==> config.mk <==
export PLATFORM = sky130hd
export DESIGN_NAME = gclk_wrport
export DESIGN_NICKNAME = d
export VERILOG_FILES = /design/src/rtl/gclk_wrport_pkg.sv /design/src/rtl/gclk_wrport_edge.sv /design/src/rtl/gclk_wrport_capture.sv /design/src/rtl/gclk_wrport_store.sv /design/src/rtl/gclk_wrport.sv
export SDC_FILE = /design/constraint.sdc
export NUM_CORES = 1
export LEC_CHECK = 0
export BUFFER_PORTS_ARGS = -buffer_cell sky130_fd_sc_hd__buf_4
export CORE_MARGIN = 10
export CORE_UTILIZATION = 65
export CTS_BUF_LIST = sky130_fd_sc_hd__clkbuf_4
export DETAILED_ROUTE_END_ITERATION = 6
export PLACE_DENSITY = 0.85
export SETUP_SLACK_MARGIN = 0.5
export SLEW_MARGIN = 25
export SYNTH_ARGS = -nofsm -noshare
export SYNTH_HDL_FRONTEND = slang
export SYNTH_SLANG_ARGS = --single-unit
==> constraint.sdc <==
create_clock -name clk -period 7.7 [get_ports clk]
set_clock_uncertainty 0.2 [all_clocks]
set_input_delay 2.31 -clock clk [delete_from_list [all_inputs] [get_ports clk]]
set_output_delay 2.31 -clock clk [all_outputs]
set_load 0.01 [all_outputs]
==> src/rtl/gclk_wrport_pkg.sv <==
package gclk_wrport_pkg;

    // Level of the design clock seen on the previous global cycle
    typedef enum logic {
        EDG_HELD  = 1'b0,   // previous sample at the active level
        EDG_ARMED = 1'b1    // previous sample at the inactive level
    } edge_state_e;

    // Width of an address bus able to select DEPTH words
    function automatic int addr_bits(input int depth);
        return (depth > 1) ? $clog2(depth) : 1;
    endfunction

endpackage

==> src/rtl/gclk_wrport_edge.sv <==
module gclk_wrport_edge #(
    parameter bit ACTIVE_HIGH = 1'b1
) (
    input  logic clk,
    input  logic rst_n,
    input  logic wclk_smp,
    output logic wr_fire
);
    import gclk_wrport_pkg::*;

    logic        lvl_act;
    edge_state_e st_q;
    edge_state_e st_d;

    generate
        if (ACTIVE_HIGH) begin : g_act_hi
            assign lvl_act = wclk_smp;
        end else begin : g_act_lo
            assign lvl_act = ~wclk_smp;
        end
    endgenerate

    // State register: reset assumes the clock was already active
    always_ff @(posedge clk or negedge rst_n) begin
        if (!rst_n) begin
            st_q <= EDG_HELD;
        end else begin
            st_q <= st_d;
        end
    end

    // Transitions HELD_TO_ARMED and ARMED_TO_HELD
    always_comb begin
        st_d = st_q;
        unique case (st_q)
            EDG_HELD:  if (!lvl_act) st_d = EDG_ARMED;
            EDG_ARMED: if (lvl_act)  st_d = EDG_HELD;
            default:   st_d = EDG_HELD;
        endcase
    end

    // Output: strobe on the ARMED_TO_HELD transition
    always_comb begin
        wr_fire = 1'b0;
        unique case (st_q)
            EDG_ARMED: wr_fire = lvl_act;
            default:   wr_fire = 1'b0;
        endcase
    end

endmodule

==> src/rtl/gclk_wrport_capture.sv <==
module gclk_wrport_capture #(
    parameter int AW = 4,
    parameter int DW = 8
) (
    input  logic          clk,
    input  logic          rst_n,
    input  logic [DW-1:0] en_in,
    input  logic [AW-1:0] addr_in,
    input  logic [DW-1:0] data_in,
    output logic [DW-1:0] en_q,
    output logic [AW-1:0] addr_q,
    output logic [DW-1:0] data_q
);

    // One global cycle of delay on every write field
    always_ff @(posedge clk or negedge rst_n) begin
        if (!rst_n) begin
            en_q   <= '0;
            addr_q <= '0;
            data_q <= '0;
        end else begin
            en_q   <= en_in;
            addr_q <= addr_in;
            data_q <= data_in;
        end
    end

endmodule

==> src/rtl/gclk_wrport_store.sv <==
module gclk_wrport_store #(
    parameter int DEPTH = 12,
    parameter int AW    = 4,
    parameter int DW    = 8
) (
    input  logic          clk,
    input  logic          wr_fire,
    input  logic [DW-1:0] en_q,
    input  logic [AW-1:0] addr_q,
    input  logic [DW-1:0] data_q,
    input  logic [AW-1:0] rd_addr,
    output logic [DW-1:0] rd_data
);
    localparam logic [AW:0] DEPTH_W = DEPTH[AW:0];

    logic [DW-1:0] mem [DEPTH];
    logic          wr_in_range;
    logic          rd_in_range;

    assign wr_in_range = ({1'b0, addr_q}  < DEPTH_W);
    assign rd_in_range = ({1'b0, rd_addr} < DEPTH_W);

    // Storage has no clock of its own: the strobe alone qualifies it
    always_ff @(posedge clk) begin
        if (wr_fire && wr_in_range) begin
            for (int b = 0; b < DW; b++) begin
                if (en_q[b]) begin
                    mem[addr_q][b] <= data_q[b];
                end
            end
        end
    end

    always_comb begin
        rd_data = '0;
        if (rd_in_range) begin
            rd_data = mem[rd_addr];
        end
    end

endmodule

==> src/rtl/gclk_wrport.sv <==
module gclk_wrport #(
    parameter int  DEPTH         = 12,
    parameter int  DW            = 8,
    parameter bit  ACTIVE_HIGH   = 1'b1,
    parameter bit  RD_REGISTERED = 1'b0,
    localparam int AW            = gclk_wrport_pkg::addr_bits(DEPTH)
) (
    input  logic          clk,
    input  logic          rst_n,
    input  logic          wr_clk_smp,
    input  logic [DW-1:0] wr_en,
    input  logic [AW-1:0] wr_addr,
    input  logic [DW-1:0] wr_data,
    input  logic [AW-1:0] rd_addr,
    output logic [DW-1:0] rd_data
);

    logic          wr_fire;
    logic [DW-1:0] en_q;
    logic [AW-1:0] addr_q;
    logic [DW-1:0] data_q;

    generate
        if (RD_REGISTERED) begin : g_bad_cfg
            $error("gclk_wrport: a registered read port cannot be emulated");
        end
    endgenerate

    gclk_wrport_edge #(
        .ACTIVE_HIGH (ACTIVE_HIGH)
    ) edge_i (
        .clk      (clk),
        .rst_n    (rst_n),
        .wclk_smp (wr_clk_smp),
        .wr_fire  (wr_fire)
    );

    gclk_wrport_capture #(
        .AW (AW),
        .DW (DW)
    ) cap_i (
        .clk     (clk),
        .rst_n   (rst_n),
        .en_in   (wr_en),
        .addr_in (wr_addr),
        .data_in (wr_data),
        .en_q    (en_q),
        .addr_q  (addr_q),
        .data_q  (data_q)
    );

    gclk_wrport_store #(
        .DEPTH (DEPTH),
        .AW    (AW),
        .DW    (DW)
    ) store_i (
        .clk     (clk),
        .wr_fire (wr_fire),
        .en_q    (en_q),
        .addr_q  (addr_q),
        .data_q  (data_q),
        .rd_addr (rd_addr),
        .rd_data (rd_data)
    );

endmodule

==> qor.txt <==
Peak supply drop = 0.136 mV
Unique masters post-synth = 18
Cts hold-fix bufs = 0
Later-pin clock latency in the skew report = 0.49 ns
Crit start category = primary input
Post-synthesis sequential area ratio = 72.2%
YS warnings = 0
Largest net degree at the start of global routing = 25
Remaining antenna violation count after routing = 0
Number of max-cap violations = 0
Leak = 1.78 nW
RD Place Congestion = 0.789
Final min period = 6.19 ns
Via density = 6.09
# setup viols final = 0
CTS root buffer = clkbuf_4
Seq. cell area = 0.00341 sq mm
Met3 wire len = 904 um
Worst Tran Pin Value = 0.810 ns
Die height = 105 um
Post-Synthesis Cells = 311
Setup TNS = 0 ns
Area growth syn-to-layout = 11.5%
Cell Area, Placed = 0.00500 sq mm
CTS tree = yes
Number of fillers in the final layout = 460
Initial Util = 66.1%
Cell area after synthesis = 0.00472 sq mm
CTS resizes = 0
Syn_nets = 338
Top Metal Used = met4
Drt initial violations = 300
Vias = 2,797
Final hold vios = 0
Data arrival, critical path = 3.68 ns
Hold WC Path Type = reg -> reg
PwrDens = 222 mW/mm^2
Post-CTS setup buffer count = 0
Syn Area/Cell = 15.2 sq um
Core area = 0.00714 sq mm
# IOs = 35
Status = finished, final reports clean
WL met1 = 3660 um
DR WL met2 = 4650 um
Port Buffers = 34
Synth Register Bits = 117
Fmax = 0.162 GHz
Grt total ovfl = 0
CP endpoint kind = output port
DRC viols = 0
Htree depth = 4
RSZ-0062 raised after global routing = false
Max-slew headroom = 45.9%
DR pass1 iterations = 5
Crit Path Max Fanout = 24
Share of layout cells above drive strength 1 = 22.5%
Clk slew on worst S/H paths = 0.10 ns
Gr usage total = 18.0%
Worst EP required = 5.19 ns
Die area = 0.0111 sq mm
Final net count = 374
CTS buffer count = 17
Most frequent cells in the layout = nor2_1 (100), edfxtp_1 (96), buf_4 (34), nand2_1 (26), dfrtp_1 (21)
Crit path kind = in -> out
Finished Cell Area = 0.00526 sq mm
Initial antenna violation count = 0
Commonest non-fill, non-tap cell in the layout = nor2_1
Synth area leader = edfxtp_1
Row Count = 31
First-pass GRT wire length = 14,900 um
Main area contributors after synthesis = edfxtp_1 (61%), dfrtp_1 (11%), mux4_2 (8.6%)
Hpwl dp = 6080 um
Vias in the first global route = 2,803
Area of the multi-input gates = 0.00121 sq mm
Final wirelength = 9460 um
Die width = 105 um
Routed wire per std cell = 20.6 um
CTS sink cnt = 117
Final Cycle Share = 80.4%
Yosys top cell area share = 61.1%
Fin. max-slew vios = 0
Max Root-Sink Buffers = 2
Antenna diodes = 0
[per-stage QoR]
step	hold WS [ns]	power, mW	util [%]	setup WS, ns	cells
5_1_grt	0.528	1.21	73.7	1.42	459
2_1_floorplan	0.383	0.749	-	1.87	311
3_3_place_gp	0.453	0.775	70.1	1.51	427
4_1_cts	0.489	1.17	73.7	1.50	459
3_5_place_dp	0.468	0.778	70.1	1.50	427
6_report	0.481	1.17	73.7	1.51	459
[Yosys cell counts]
| master | number |
|---|---|
| buf_12 | 1 |
| buf_6 | 1 |
| buf_4 | 2 |
| clkbuf_1 | 11 |
| mux4_1 | 6 |
| nand4_1 | 8 |
| nor2b_1 | 7 |
| a22oi_1 | 7 |
| inv_1 | 1 |
| nor2_1 | 100 |
| edfxtp_1 | 96 |
| a22oi_2 | 1 |
| buf_2 | 1 |
| dfrtp_1 | 21 |
| nand2_1 | 26 |
| nand3_1 | 3 |
| mux4_2 | 18 |
| buf_1 | 1 |
[power by group]
group / total, mW / switching (mW) / internal (mW)
sequential: 0.699 / 0.00901 / 0.690
clock: 0.402 / 0.210 / 0.192
combinational: 0.0648 / 0.0366 / 0.0282
[metal layers]
layer | vias up | track usage (%)
met5 | - | 0
met1 | 1383 | 21.6
met3 | 26 | 7.00
met4 | 0 | 8.24
met2 | 166 | 28.1
li1 | 1222 | -
[registers in the layout, indices dropped and copies added (netlist names)]
register	cells
cap_i.en_q	8
edge_i.st_q	1
store_i.mem	96
cap_i.data_q	8
cap_i.addr_q	4
[worst max-delay path, cell delays in order]
cell and delay [ns]:
buf_4 0.32, mux4_1 0.62, a22oi_2 0.16, nand2_1 0.10, buf_4 0.16
[cell families (layout without fill, tap and decap cells)]
kind of cell | Yosys count | in the layout | share of synthesized area [%]
AO/OA/AOI/OAI | 8 | 8 | 1.38
buffers and inverters | 18 | 67 | 2.12
flip-flops | 117 | 117 | 72.2
multiplexers | 24 | 24 | 11.9
AND/OR/NAND/NOR | 144 | 144 | 12.3
[layout make-up]
type                    instances  share of cell area (%)
clock inverters                13                    2.19
multi-input cells             176                    23.0
clock buffers                  19                    2.71
well taps                      99                    2.36
inverters                       1                  0.0714
flip-flops and latches        117                    64.8
repair buffers                 34                    4.85
[path summary, 6_finish.rpt]
path | cells after the start | slack [ns] | start | to
setup / recovery | 5 | 1.51 | rd_addr[1] | rd_data[6]
hold / removal | 0 | 0.48 | cap_i.data_q[5] | store_i.mem[5][5]
setup reg to reg | 3 | 5.71 | cap_i.addr_q[3] | store_i.mem[4][0]
hold reg to reg | 0 | 0.48 | cap_i.data_q[5] | store_i.mem[5][5]
max in group asynchronous | 1 | 5.59 | rst_n | cap_i.data_q[2]
min in group asynchronous | 1 | 1.48 | rst_n | cap_i.data_q[0]
No activity file was read; power rests on OpenSTA's default activity.
